$ cat config.mk
export PLATFORM = sky130hd
export DESIGN_NAME = usbp_host_port
export DESIGN_NICKNAME = d
export VERILOG_FILES = /design/src/rtl/usbp_pkg.sv /design/src/rtl/usbp_frame_timer.sv /design/src/rtl/usbp_resume_reg.sv /design/src/rtl/usbp_host_port.sv
export SDC_FILE = /design/constraint.sdc
export NUM_CORES = 1
export LEC_CHECK = 0
export BUFFER_PORTS_ARGS = -buffer_cell sky130_fd_sc_hd__buf_2
export CAP_MARGIN = 20
export CORE_MARGIN = 2
export CORE_UTILIZATION = 35
export DETAILED_ROUTE_END_ITERATION = 10
export HOLD_SLACK_MARGIN = 0.1
export SKIP_LAST_GASP = 1
export SLEW_MARGIN = 10
export SYNTH_ARGS = -nofsm -noshare
export SYNTH_HDL_FRONTEND = slang
export SYNTH_SLANG_ARGS = --single-unit
export TNS_END_PERCENT = 50
$ cat constraint.sdc
create_clock -name clk -period 2.18 [get_ports clk]
set_clock_uncertainty 0.2 [all_clocks]
set_input_delay 0.327 -clock clk [delete_from_list [all_inputs] [get_ports clk]]
set_output_delay 0.327 -clock clk [all_outputs]
set_load 0.01 [all_outputs]
$ cat src/rtl/usbp_pkg.sv
package usbp_pkg;

    typedef enum logic [1:0] {
        LS_IDLE   = 2'b00,
        LS_SE0    = 2'b01,
        LS_K      = 2'b10,
        LS_ACTIVE = 2'b11
    } line_e;

    typedef struct packed {
        logic run;
        logic sof;
    } seq_t;

endpackage

$ cat src/rtl/usbp_frame_timer.sv
module usbp_frame_timer #(
    parameter int unsigned FS_CYCLES = 50000,
    parameter int unsigned HS_CYCLES = 6250
) (
    input  logic clk,
    input  logic rst_n,
    input  logic run,
    input  logic blocked,
    input  logic hs_sel,
    output logic boundary
);
    localparam int unsigned W = (FS_CYCLES > HS_CYCLES) ? $clog2(FS_CYCLES) : $clog2(HS_CYCLES);
    localparam logic [W-1:0] FS_LAST = W'(FS_CYCLES - 1);
    localparam logic [W-1:0] HS_LAST = W'(HS_CYCLES - 1);

    typedef struct packed {
        logic [W-1:0] cnt;
    } tmr_t;

    tmr_t tmr_d, tmr_q;
    logic [W-1:0] reload;
    logic         at_zero;

    always_comb begin
        tmr_d    = tmr_q;
        reload   = hs_sel ? HS_LAST : FS_LAST;
        at_zero  = (tmr_q.cnt == '0);
        boundary = run && !blocked && at_zero;
        // Idle or blocked: keep a full interval loaded
        if (!run || blocked || at_zero) begin
            tmr_d.cnt = reload;
        end else begin
            tmr_d.cnt = tmr_q.cnt - 1'b1;
        end
    end

    always_ff @(posedge clk or negedge rst_n) begin
        if (!rst_n) tmr_q <= '{cnt: FS_LAST};
        else        tmr_q <= tmr_d;
    end
endmodule

$ cat src/rtl/usbp_resume_reg.sv
module usbp_resume_reg (
    input  logic clk,
    input  logic rst_n,
    input  logic wr,
    input  logic wdata,
    input  logic auto_en,
    input  logic det,
    output logic resume
);
    logic res_d, res_q;

    always_comb begin
        res_d = res_q;
        if (wr) begin
            res_d = wdata;
        end else if (auto_en && det) begin
            res_d = 1'b1;
        end
    end

    always_ff @(posedge clk or negedge rst_n) begin
        if (!rst_n) res_q <= 1'b0;
        else        res_q <= res_d;
    end

    assign resume = res_q;
endmodule

$ cat src/rtl/usbp_host_port.sv
module usbp_host_port
    import usbp_pkg::*;
#(
    parameter int unsigned FS_CYCLES = 50000,
    parameter int unsigned HS_CYCLES = 6250
) (
    input  logic       clk,
    input  logic       rst_n,
    input  logic       bus_rst_bit,
    input  logic       resume_wr,
    input  logic       resume_wdata,
    input  logic       auto_wake_en,
    input  logic       rwake_det,
    input  logic       bus_act_bit,
    input  logic       hs_sel,
    output logic [1:0] line_state,
    output logic       sof_req,
    output logic       resume_bit,
    output logic       frame_run
);
    seq_t  seq_d, seq_q;
    logic  res_w;
    logic  blocked;
    logic  boundary;
    line_e line_w;

    usbp_resume_reg u_res (
        .clk     (clk),
        .rst_n   (rst_n),
        .wr      (resume_wr),
        .wdata   (resume_wdata),
        .auto_en (auto_wake_en),
        .det     (rwake_det),
        .resume  (res_w)
    );

    usbp_frame_timer #(
        .FS_CYCLES (FS_CYCLES),
        .HS_CYCLES (HS_CYCLES)
    ) u_tmr (
        .clk      (clk),
        .rst_n    (rst_n),
        .run      (seq_q.run),
        .blocked  (blocked),
        .hs_sel   (hs_sel),
        .boundary (boundary)
    );

    always_comb begin
        blocked = bus_rst_bit || res_w;
        seq_d   = seq_q;
        seq_d.sof = boundary;
        // Cleared enable: keep running until one frame request goes out
        seq_d.run = bus_act_bit || (seq_q.run && !boundary);

        if (bus_rst_bit)    line_w = LS_SE0;
        else if (res_w)     line_w = LS_K;
        else if (seq_q.run) line_w = LS_ACTIVE;
        else                line_w = LS_IDLE;
    end

    always_ff @(posedge clk or negedge rst_n) begin
        if (!rst_n) seq_q <= '{run: 1'b0, sof: 1'b0};
        else        seq_q <= seq_d;
    end

    assign line_state = line_w;
    assign sof_req    = seq_q.sof;
    assign resume_bit = res_w;
    assign frame_run  = seq_q.run;
endmodule

==> results_dict.tcl, run 1 <==
set metrics [dict create \
    fillers 268 \
    drv_cap 0 \
    ctsResizeCount 0 \
    end_kind "flip-flop" \
    crit_type "flip-flop to flip-flop" \
    clock_tree.root_cell "clkbuf_4" \
    via_count 710 \
    grt_max_degree 20 \
    min_period_ns 2.06 \
    internal-power_mw 0.512 \
    ys_seq_area_share_pct 49.5 \
    cp_cell_sequence "inv_1, ha_1, nor3b_4, nand3_4, o41a_1, buf_4, a21oi_2" \
    power_frac_clock_pct 24.9 \
    io_buffers 13 \
    start_util_pct 36.3 \
    yosysMostFrequentCell "nor2_1" \
    max_slew_margin_pct 72.0 \
    hold_class "input pin to flip-flop" \
    ctsHtreeMaxLevel 1 \
    critPathBufInv 2 \
    finalHoldViolCount 0 \
    p_comb_share_pct 15.7 \
    io-pin-count 14 \
    seqCellArea_um2 487 \
    multi_input_comb_area_um2 467 \
    cp_slowest_stage_delay_ns 0.47 \
    switching_share_pct 26.7 \
    postSynthAreaPerCell_um2 10.9 \
    ys_ff_latch 19 \
    cp-start-kind "flip-flop" \
    post-dp-hpwl_um 1360 \
    async_flop_share_pct 100 \
    first_pass_iters 4 \
    cp.required_ns 2.21 \
    yosys.area.top_type "dfrtp_1" \
    final_nets 127 \
    cts_tree "done" \
    gp_congestion 0.811 \
    ir_drop_mv 0.550 \
    wl_per_cell_um 12.2 \
    numClockSinks 19 \
    leakage_nw 0.484 \
    seq_power_share_pct 59.5 \
    synth_cells 90 \
    status "finished, final reports clean" \
    syn-cell-area_um2 983 \
    dieArea_um2 3250 \
    worstMarginPinSlew_ns 0.420 \
    grt_first_pass_wirelength_um 3150 \
    drc 0 \
    cpMaxStageDelayCell "o41a_1" \
    synth_edf_count 0 \
    clk_latency_ns 0.29 \
    die_height_um 57.0 \
    ys_types 27 \
    rows 19 \
    cts_buffers 3 \
    ys_warn_count 0 \
    synth_area_leaders "dfrtp_1 25%, dfstp_2 24%, xnor2_1 8.0%, nor2_1 5.3%, a21oi_2 3.6%" \
    clockBufferDepth 2 \
    p_per_area_nw_per_um2 590 \
    antenna_found_initial 0 \
    grt_pass1_vias 730 \
    synth_common_cells "14 x nor2_1, 10 x dfrtp_1, 9 x dfstp_2, 9 x xnor2_1, 7 x nand2_1" \
    synth_top_area_share_pct 25.4 \
    place_area_um2 1110 \
    final_max_slew_viol_count 0 \
    p_sw_mw 0.186 \
    fmax_mhz 484 \
    detail-route-antenna-nets 0 \
    rsz0062_at_grt "no" \
    die_w_um 57.0 \
    antenna_cells 0 \
    drive_above_1_share_pct 37.1 \
    arrival_ns 2.10 \
    fin_setup_tns_ns 0 \
    cp_max_fo 5 \
    post-route-period-util_pct 94.7 \
    track_usage_pct 12.7 \
    drt_wl_total_um 1800 \
    first_iter_violations 45 \
    vias_per_cell 4.83 \
    clk_pin_slew_ns 0.10 \
    fin_area_um2 1180 \
    synthFlopType "dfrtp_1" \
    cp_top_family "compound AO/OA/AOI/OAI gates" \
    setup_violations 0 \
    globalRouteOverflowTotal 0 \
    core_area_um2 2710 \
    areaGrowthSynthToFinish_pct 20.4 \
    syn-num-nets 100 \
]
through the flow:
step           util, %  power, mW  hold WS (ns)  worst slack, ns  cells
4_1_cts           43.4      0.710         0.109           0.0215    146
2_1_floorplan        -      0.487        -0.169            0.168     90
3_3_place_gp      41.0      0.522        0.0899            0.112    138
5_1_grt           43.7      0.743         0.104          0.00685    147
6_report          43.7      0.698         0.115            0.115    147
3_5_place_dp      41.0      0.526        0.0932           0.0450    138
timing repair:
action | 4_1_cts | 5_1_grt
setup buffers | 0 | 1
setup endpoints to repair | 0 | 11
hold buffers | 4 | 0
hold endpoints to repair | 21 | 0
worst paths after layout:
check                          startpoint               to  slack, ns  cells after the start
hold / removal                     hs_sel  u_tmr.tmr_q[11]       0.11                      3
min in group asynchronous           rst_n     u_res.resume       0.29                      2
max in group asynchronous           rst_n   u_tmr.tmr_q[2]       1.16                      2
setup reg to reg           u_tmr.tmr_q[0]   u_tmr.tmr_q[1]       0.12                      7
setup / recovery           u_tmr.tmr_q[0]   u_tmr.tmr_q[1]       0.12                      7
hold reg to reg            u_tmr.tmr_q[0]   u_tmr.tmr_q[0]       0.28                      1
per-layer routing:
layer	wire length (um)	up-vias	part of all wire, %	GRT usage [%]
met5	0	-	0	0
met4	9	0	0.50	3.99
met3	114	2	6.3	5.22
met2	839	18	47	19.9
met1	836	328	46	16.1
li1	-	362	-	-
registers in the layout, summed over array words and instances, names as in the netlist:
| register | cells |
|---|---|
| u_res.resume | 1 |
| u_tmr.tmr_q | 16 |
| sof_req | 1 |
| frame_run | 1 |
area by class of cell:
cell class                 count  share of cell area [%]
sequential                    19                    41.1
tap                           31                    3.28
timing repair buffer          24                    13.3
inverter                       2                   0.634
clock buffer                   4                    2.22
multi-input combinational     67                    39.4
cell usage in the layout (no fill, tap or decap):
cell,netlist,final
o21ai_0,1,1
o41a_1,1,1
nor3b_4,1,1
a21oi_1,5,5
nand3_1,3,3
xnor2_1,9,9
nor3_2,2,2
and2_1,1,1
dfstp_2,9,9
dfrtp_1,10,10
dlygate4sd3_1,0,4
clkbuf_4,0,3
clkbuf_1,0,1
o21ai_1,1,1
buf_4,0,7
o41ai_4,1,1
ha_1,1,1
or4_1,1,1
a21oi_2,4,4
nor3_1,3,3
buf_2,0,13
o31ai_1,2,2
inv_1,2,2
nand2b_1,3,3
nor4_1,2,2
nand3_4,1,1
xor2_1,2,2
or4_4,1,1
a31oi_2,1,1
nand2_1,7,7
nor2_1,14,14
power groups by stage:
stage               combinational [mW]  clock (mW)  sequential [mW]
finish                           0.109       0.173            0.415
global route                     0.121       0.203            0.419
CTS                              0.111       0.184            0.416
detailed placement               0.104           0            0.421
global placement                 0.103           0            0.419
floorplan                       0.0718           0            0.416
logic make-up (layout without fill, tap and decap cells):
logic type | after synthesis | count (layout) | synth area share (%)
and+or+nand+nor | 39 | 39 | 22.5
xor gates and xnor gates | 11 | 11 | 9.80
DFF | 19 | 19 | 49.5
adders and majority gates | 1 | 1 | 1.27
buffers and inverters | 4 | 30 | 3.05
AOI/OAI and AO/OA | 16 | 16 | 13.9
worst register-to-register path, delay by kind of cell, from the launching register on:
family                     cells  cell delay, ns
buffers and inverters          2            0.27
and+or+nand+nor                2            0.35
adders and majority gates      1            0.18
DFF                            1            0.40
AOI/OAI and AO/OA              2            0.60
No activity file was read; power rests on OpenSTA's default activity.
==> inputs of run 2 (changes only) <==
--- a/config.mk
+++ b/config.mk
@@ -5,12 +5,16 @@
 export SDC_FILE = /design/constraint.sdc
 export NUM_CORES = 1
 export LEC_CHECK = 0
+export ABC_AREA = 1
 export BUFFER_PORTS_ARGS = -buffer_cell sky130_fd_sc_hd__buf_2
 export CAP_MARGIN = 20
+export CELL_PAD_IN_SITES_DETAIL_PLACEMENT = 1
+export CELL_PAD_IN_SITES_GLOBAL_PLACEMENT = 2
 export CORE_MARGIN = 2
-export CORE_UTILIZATION = 35
+export CORE_UTILIZATION = 32
 export DETAILED_ROUTE_END_ITERATION = 10
 export HOLD_SLACK_MARGIN = 0.1
+export PLACE_DENSITY_LB_ADDON = 0.2
 export SKIP_LAST_GASP = 1
 export SLEW_MARGIN = 10
 export SYNTH_ARGS = -nofsm -noshare
==> results_dict.tcl, run 2 <==
set metrics [dict create \
    leakage_nw 0.638 \
    grt_max_degree 20 \
    finalHoldViolCount 0 \
    antenna_cells 0 \
    internal-power_mw 0.488 \
    ctsResizeCount 0 \
    min_from "resume_wr" \
    critPathBufInv 1 \
    setup_ws_ns 0.332 \
    drv_cap 0 \
    synthFlopType "dfrtp_1" \
    arrival_ns 1.87 \
    areaGrowthSynthToFinish_pct 16.4 \
    synth_cells 146 \
    ir_drop_mv 0.220 \
    fin_area_um2 1270 \
    ys_ff_latch 19 \
    cpMaxStageDelayCell "dfstp_2" \
    post-dp-hpwl_um 2030 \
    wl_per_cell_um 12.2 \
    synth_edf_count 0 \
    vias_per_cell 4.53 \
    drive_above_1_share_pct 21.7 \
    start_util_pct 33.0 \
    final_nets 177 \
    die_height_um 62.4 \
    synth_top_area_share_pct 22.9 \
    dp_slack_ns 0.322 \
    post_cts_buffers 0 \
    cp_slowest_stage_delay_ns 0.56 \
    dp.cells 204 \
    fin_cells 212 \
    antenna_found_initial 0 \
    postSynthAreaPerCell_um2 7.48 \
    largest_reg_flops 16 \
    multi_input_comb_area_um2 531 \
    yosys.area.top_type "dfrtp_1" \
    track_usage_pct 15.1 \
    grt_pass1_vias 1036 \
    io-pin-count 14 \
    synth_area_leaders "dfrtp_1 23%, dfstp_2 22%, nand2_1 18%, nor2_1 7.9%, inv_1 5.5%" \
    cp_cell_sequence "inv_1, ha_1, nand2_4, nor2_4, nand2_2, nand2_4, nand2_1, o21ai_0" \
    rows 21 \
    clockBufferDepth 2 \
    gp_congestion 0.760 \
    fillers 438 \
    power_frac_clock_pct 27.2 \
    fin_setup_tns_ns 0 \
    top_register "u_tmr.tmr_q" \
    drc 0 \
    yosysMostFrequentCell "nand2_1" \
    hold_class "input pin to flip-flop" \
    async_flop_share_pct 100 \
    via_count 961 \
    numClockSinks 19 \
    timing.rr.start "u_tmr.tmr_q[0]" \
    critPathCapture "u_tmr.tmr_q[1]" \
    ys_warn_count 0 \
    regToRegEndpoint "u_tmr.tmr_q[1]" \
    post-route-period-util_pct 84.8 \
    hold_depth 3 \
    first_iter_violations 15 \
    core_area_um2 3310 \
    ctsHtreeMaxLevel 1 \
    ff2ff_path_depth 8 \
    max_slew_margin_pct 69.8 \
    rsz0062_at_grt "no" \
    worst-path-stages 8 \
    first_pass_iters 4 \
    ys_seq_area_share_pct 44.6 \
    syn-num-nets 156 \
    globalRouteOverflowTotal 0 \
    clk_pin_slew_ns 0.12 \
    syn-cell-area_um2 1090 \
    dieArea_um2 3900 \
    cp.required_ns 2.20 \
    synth_common_cells "52 x nand2_1, 23 x nor2_1, 16 x inv_1, 10 x dfrtp_1, 9 x dfstp_2" \
    drt_wl_total_um 2600 \
    clk_latency_ns 0.30 \
    worstMarginPinSlew_ns 0.449 \
    r2r_slack_ns 0.33 \
    final_max_slew_viol_count 0 \
    cp-start-kind "flip-flop" \
    seqCellArea_um2 487 \
    place_area_um2 1200 \
    setup_violations 0 \
    switching_share_pct 29.4 \
    cp-startpoint "u_tmr.tmr_q[0]" \
    end_kind "flip-flop" \
    die_w_um 62.4 \
    io_buffers 13 \
    min_period_ns 1.85 \
    cp_max_fo 8 \
    cp_top_family "flip-flops" \
    status "finished, final reports clean" \
    final_cell_mix "52 x nand2_1, 23 x nor2_1, 16 x inv_1" \
    seq_power_share_pct 57.8 \
    cts_buffers 3 \
    p_comb_share_pct 15.0 \
    detail-route-antenna-nets 0 \
    p_per_area_nw_per_um2 543 \
    ys_types 21 \
    crit_type "flip-flop to flip-flop" \
    mostFrequentLayoutCell "nand2_1" \
    fmax_mhz 541 \
    grt_first_pass_wirelength_um 4650 \
    crit_top_cell "nand2_4" \
    cts_tree "done" \
    clock_tree.root_cell "clkbuf_4" \
    p_sw_mw 0.203 \
]
run 2: cell count changes after synthesis, sizes merged, moves of 2 or more:
cell,previous run,this run
xnor2,9,3
nor2,14,29
o21bai,0,2
nor4,2,0
xor2,2,4
or4,2,0
o31ai,2,0
a21oi,9,2
nand2,7,55
inv,2,17
nand2b,3,0
nor3,5,3
run 2: timing repair:
action                     in CTS  in global routing
hold endpoints to repair       21                  0
setup endpoints to repair       0                  1
hold buffers                    5                  0
run 2: cell families after synthesis:
kind of cell	Yosys count	share of synthesized area, %
adder cells (fa/ha/maj)	1	1.15
buffers and inverters	18	6.87
XOR/XNOR	7	5.61
AND/OR/NAND/NOR	93	37.6
flip-flops	19	44.6
AO/OA/AOI/OAI	8	4.24
run 2: worst reg2reg max path, cell delays in order, from the launching register on:
cell and delay, ns:
dfstp_2 0.56, inv_1 0.06, ha_1 0.25, nand2_4 0.13
nor2_4 0.05, nand2_2 0.09, nand2_4 0.08, nand2_1 0.21
o21ai_0 0.14
run 2: worst min-delay path by stage:
stage / slack [ns] / to
2_1_floorplan: -0.17 / frame_run
3_3_place_gp: 0.09 / u_tmr.tmr_q[12]
3_5_place_dp: 0.10 / sof_req
4_1_cts: 0.14 / u_tmr.tmr_q[12]
5_1_grt: 0.11 / u_res.resume
6_report: 0.08 / u_res.resume
run 2: through the flow:
step / power, mW / util (%) / hold WS [ns]
global route: 0.738 / 38.4 / 0.109
floorplan: 0.468 / - / -0.169
global placement: 0.504 / 36.4 / 0.0946
CTS: 0.704 / 38.7 / 0.145
detailed placement: 0.506 / 36.4 / 0.101
finish: 0.691 / 38.4 / 0.0847
run 2: cell type report:
cell class | count | area share (%)
Inverter | 17 | 5.02
Sequential cell | 19 | 38.3
Clock inverter | 1 | 0.394
Timing Repair Buffer | 17 | 8.27
Multi-Input combinational cell | 109 | 41.7
Clock buffer | 3 | 1.77
Tap cell | 46 | 4.53
run 2: layer usage:
layer | up-vias | wire length [um] | GRT usage, %
met5 | - | 0 | 0
met3 | 4 | 49 | 2.16
met2 | 10 | 1300 | 26.3
met1 | 461 | 1220 | 19.2
li1 | 486 | - | -
met4 | 0 | 25 | 5.00
run 2: power by group through the flow:
stage / Sequential [mW] / Clock (mW) / Combinational, mW
after floorplan: 0.401 / 0 / 0.0671
after global placement: 0.405 / 0 / 0.0986
after detailed placement: 0.406 / 0 / 0.100
after CTS: 0.400 / 0.195 / 0.109
after global routing: 0.404 / 0.214 / 0.120
final: 0.399 / 0.188 / 0.104
==> inputs of run 3 (changes only) <==
--- a/config.mk
+++ b/config.mk
@@ -5,13 +5,13 @@
 export SDC_FILE = /design/constraint.sdc
 export NUM_CORES = 1
 export LEC_CHECK = 0
-export ABC_AREA = 1
+export ABC_AREA = 0
 export BUFFER_PORTS_ARGS = -buffer_cell sky130_fd_sc_hd__buf_2
 export CAP_MARGIN = 20
 export CELL_PAD_IN_SITES_DETAIL_PLACEMENT = 1
 export CELL_PAD_IN_SITES_GLOBAL_PLACEMENT = 2
 export CORE_MARGIN = 2
-export CORE_UTILIZATION = 32
+export CORE_UTILIZATION = 35
 export DETAILED_ROUTE_END_ITERATION = 10
 export HOLD_SLACK_MARGIN = 0.1
 export PLACE_DENSITY_LB_ADDON = 0.2
==> constraint.sdc (replaced) <==
create_clock -name clk -period 1.9 [get_ports clk]
set_clock_uncertainty 0.2 [all_clocks]
set_input_delay 0.285 -clock clk [delete_from_list [all_inputs] [get_ports clk]]
set_output_delay 0.285 -clock clk [all_outputs]
set_load 0.01 [all_outputs]
==> results_dict.tcl, run 3 (synthesis results as in run 1) <==
set metrics [dict create \
    dp.cells 152 \
    min_period_ns 2.06 \
    fillers 312 \
    track_usage_pct 17.3 \
    antenna_cells 0 \
    p_per_area_nw_per_um2 616 \
    drt_wl_total_um 2490 \
    gp_congestion 0.780 \
    post-dp-hpwl_um 1820 \
    timing.rr.start "u_tmr.tmr_q[10]" \
    r2r_slack_ns -0.16 \
    max_slew_margin_pct 70.5 \
    io-pin-count 14 \
    grt_pass1_vias 903 \
    power_mw 0.878 \
    cp.required_ns 1.92 \
    violations "negative setup slack" \
    drive_above_1_share_pct 54.4 \
    numClockSinks 19 \
    setup_violations 15 \
    core_area_um2 2710 \
    clock_tree.root_cell "clkbuf_4" \
    cts_tree "done" \
    ir_drop_mv 0.509 \
    rows 19 \
    holdWs_ns 0.256 \
    cp-start-kind "flip-flop" \
    rsz0062_at_grt "yes" \
    mostFrequentLayoutCell "buf_4" \
    grt_first_pass_wirelength_um 4280 \
    wl_per_cell_um 14.9 \
    regToRegEndpoint "u_tmr.tmr_q[5]" \
    final_nets 147 \
    final_util_pct 52.6 \
    drv_cap 0 \
    worstMarginPinSlew_ns 0.439 \
    hold_class "input pin to asynchronous set/reset pin" \
    drc 0 \
    post-route-period-util_pct 108 \
    via_count 821 \
    clk_pin_slew_ns 0.11 \
    detail-route-antenna-nets 0 \
    clk_latency_ns 0.29 \
    largest_reg_flops 16 \
    dp_slack_ns -0.0922 \
    grt_max_degree 20 \
    io_buffers 13 \
    globalRouteOverflowTotal 0 \
    ctsHtreeMaxLevel 1 \
    fmax_mhz 486 \
    crit_type "flip-flop to flip-flop" \
    antenna_found_initial 0 \
    setup_ws_ns -0.158 \
    cp_max_fo 6 \
    finalHoldViolCount 0 \
    start_util_pct 36.3 \
    fin_cells 167 \
    dieArea_um2 3250 \
    first_iter_violations 6 \
    first_pass_iters 3 \
    leakage_nw 0.593 \
    arrival_ns 2.08 \
    die_w_um 57.0 \
    clockBufferDepth 2 \
    status "complete, but fails checks" \
    end_kind "flip-flop" \
    vias_per_cell 4.92 \
    areaGrowthSynthToFinish_pct 44.9 \
    cts_buffers 3 \
    final_max_slew_viol_count 0 \
    final_cell_mix "19 x buf_4, 13 x nor2_1, 13 x buf_2" \
    die_height_um 57.0 \
    top_register "u_tmr.tmr_q" \
    ff2ff_path_depth 4 \
]
run 3: critical path, stage by stage (launching register included):
cell and delay [ns]:
dfrtp_1 0.40, or4_4 0.56, o41a_1 0.52, buf_6 0.20
a21oi_2 0.12
run 3: routing by layer:
metal,vias up,GRT usage (%),part of all wire (%)
met2,5,29.9,53
met5,-,0,0
met1,407,22.2,44
met3,2,2.72,1.7
li1,407,-,-
met4,0,5.98,0.76
run 3: per-stage QoR:
stage / TNS [ns] / instance area [um^2]
2_1_floorplan: -0.211 / 987
3_3_place_gp: -0.182 / 1220
3_5_place_dp: -0.469 / 1220
4_1_cts: -1.11 / 1370
5_1_grt: -2.46 / 1430
6_report: -1.65 / 1430
run 3: layout make-up:
type	count	area, um^2	share of cell area [%]
inverters	2	7.51	0.527
repair buffers	44	337	23.6
flip-flops and latches	19	487	34.2
clock buffers	4	26.3	1.84
well taps	31	38.8	2.72
multi-input cells	67	529	37.1
run 3: how the worst max path moves through the flow:
stage,slack (ns),end,cells after the start,from
after floorplan,-0.04,u_tmr.tmr_q[9],5,u_tmr.tmr_q[11]
after global placement,-0.06,u_tmr.tmr_q[11],4,u_tmr.tmr_q[13]
after detailed placement,-0.09,u_tmr.tmr_q[11],7,u_tmr.tmr_q[0]
after CTS,-0.12,u_tmr.tmr_q[9],9,u_tmr.tmr_q[1]
after global routing,-0.20,u_tmr.tmr_q[8],4,u_tmr.tmr_q[10]
final,-0.16,u_tmr.tmr_q[5],4,u_tmr.tmr_q[10]
run 3: what timing repair did:
item	CTS	global route
gates cloned	0	0
hold endpoints to repair	23	0
pin swaps	4	5
hold buffers	5	0
buffers inserted	4	2
endpoints found under the setup margin	11	15
resized for setup	14	7
run 3: report_power, final:
part,total (mW),internal (mW),leakage (nW),switching [mW]
combinational,0.204,0.109,0.358,0.0955
clock,0.202,0.0815,0.0150,0.120
sequential,0.472,0.443,0.219,0.0292
total,0.878,0.633,0.593,0.245
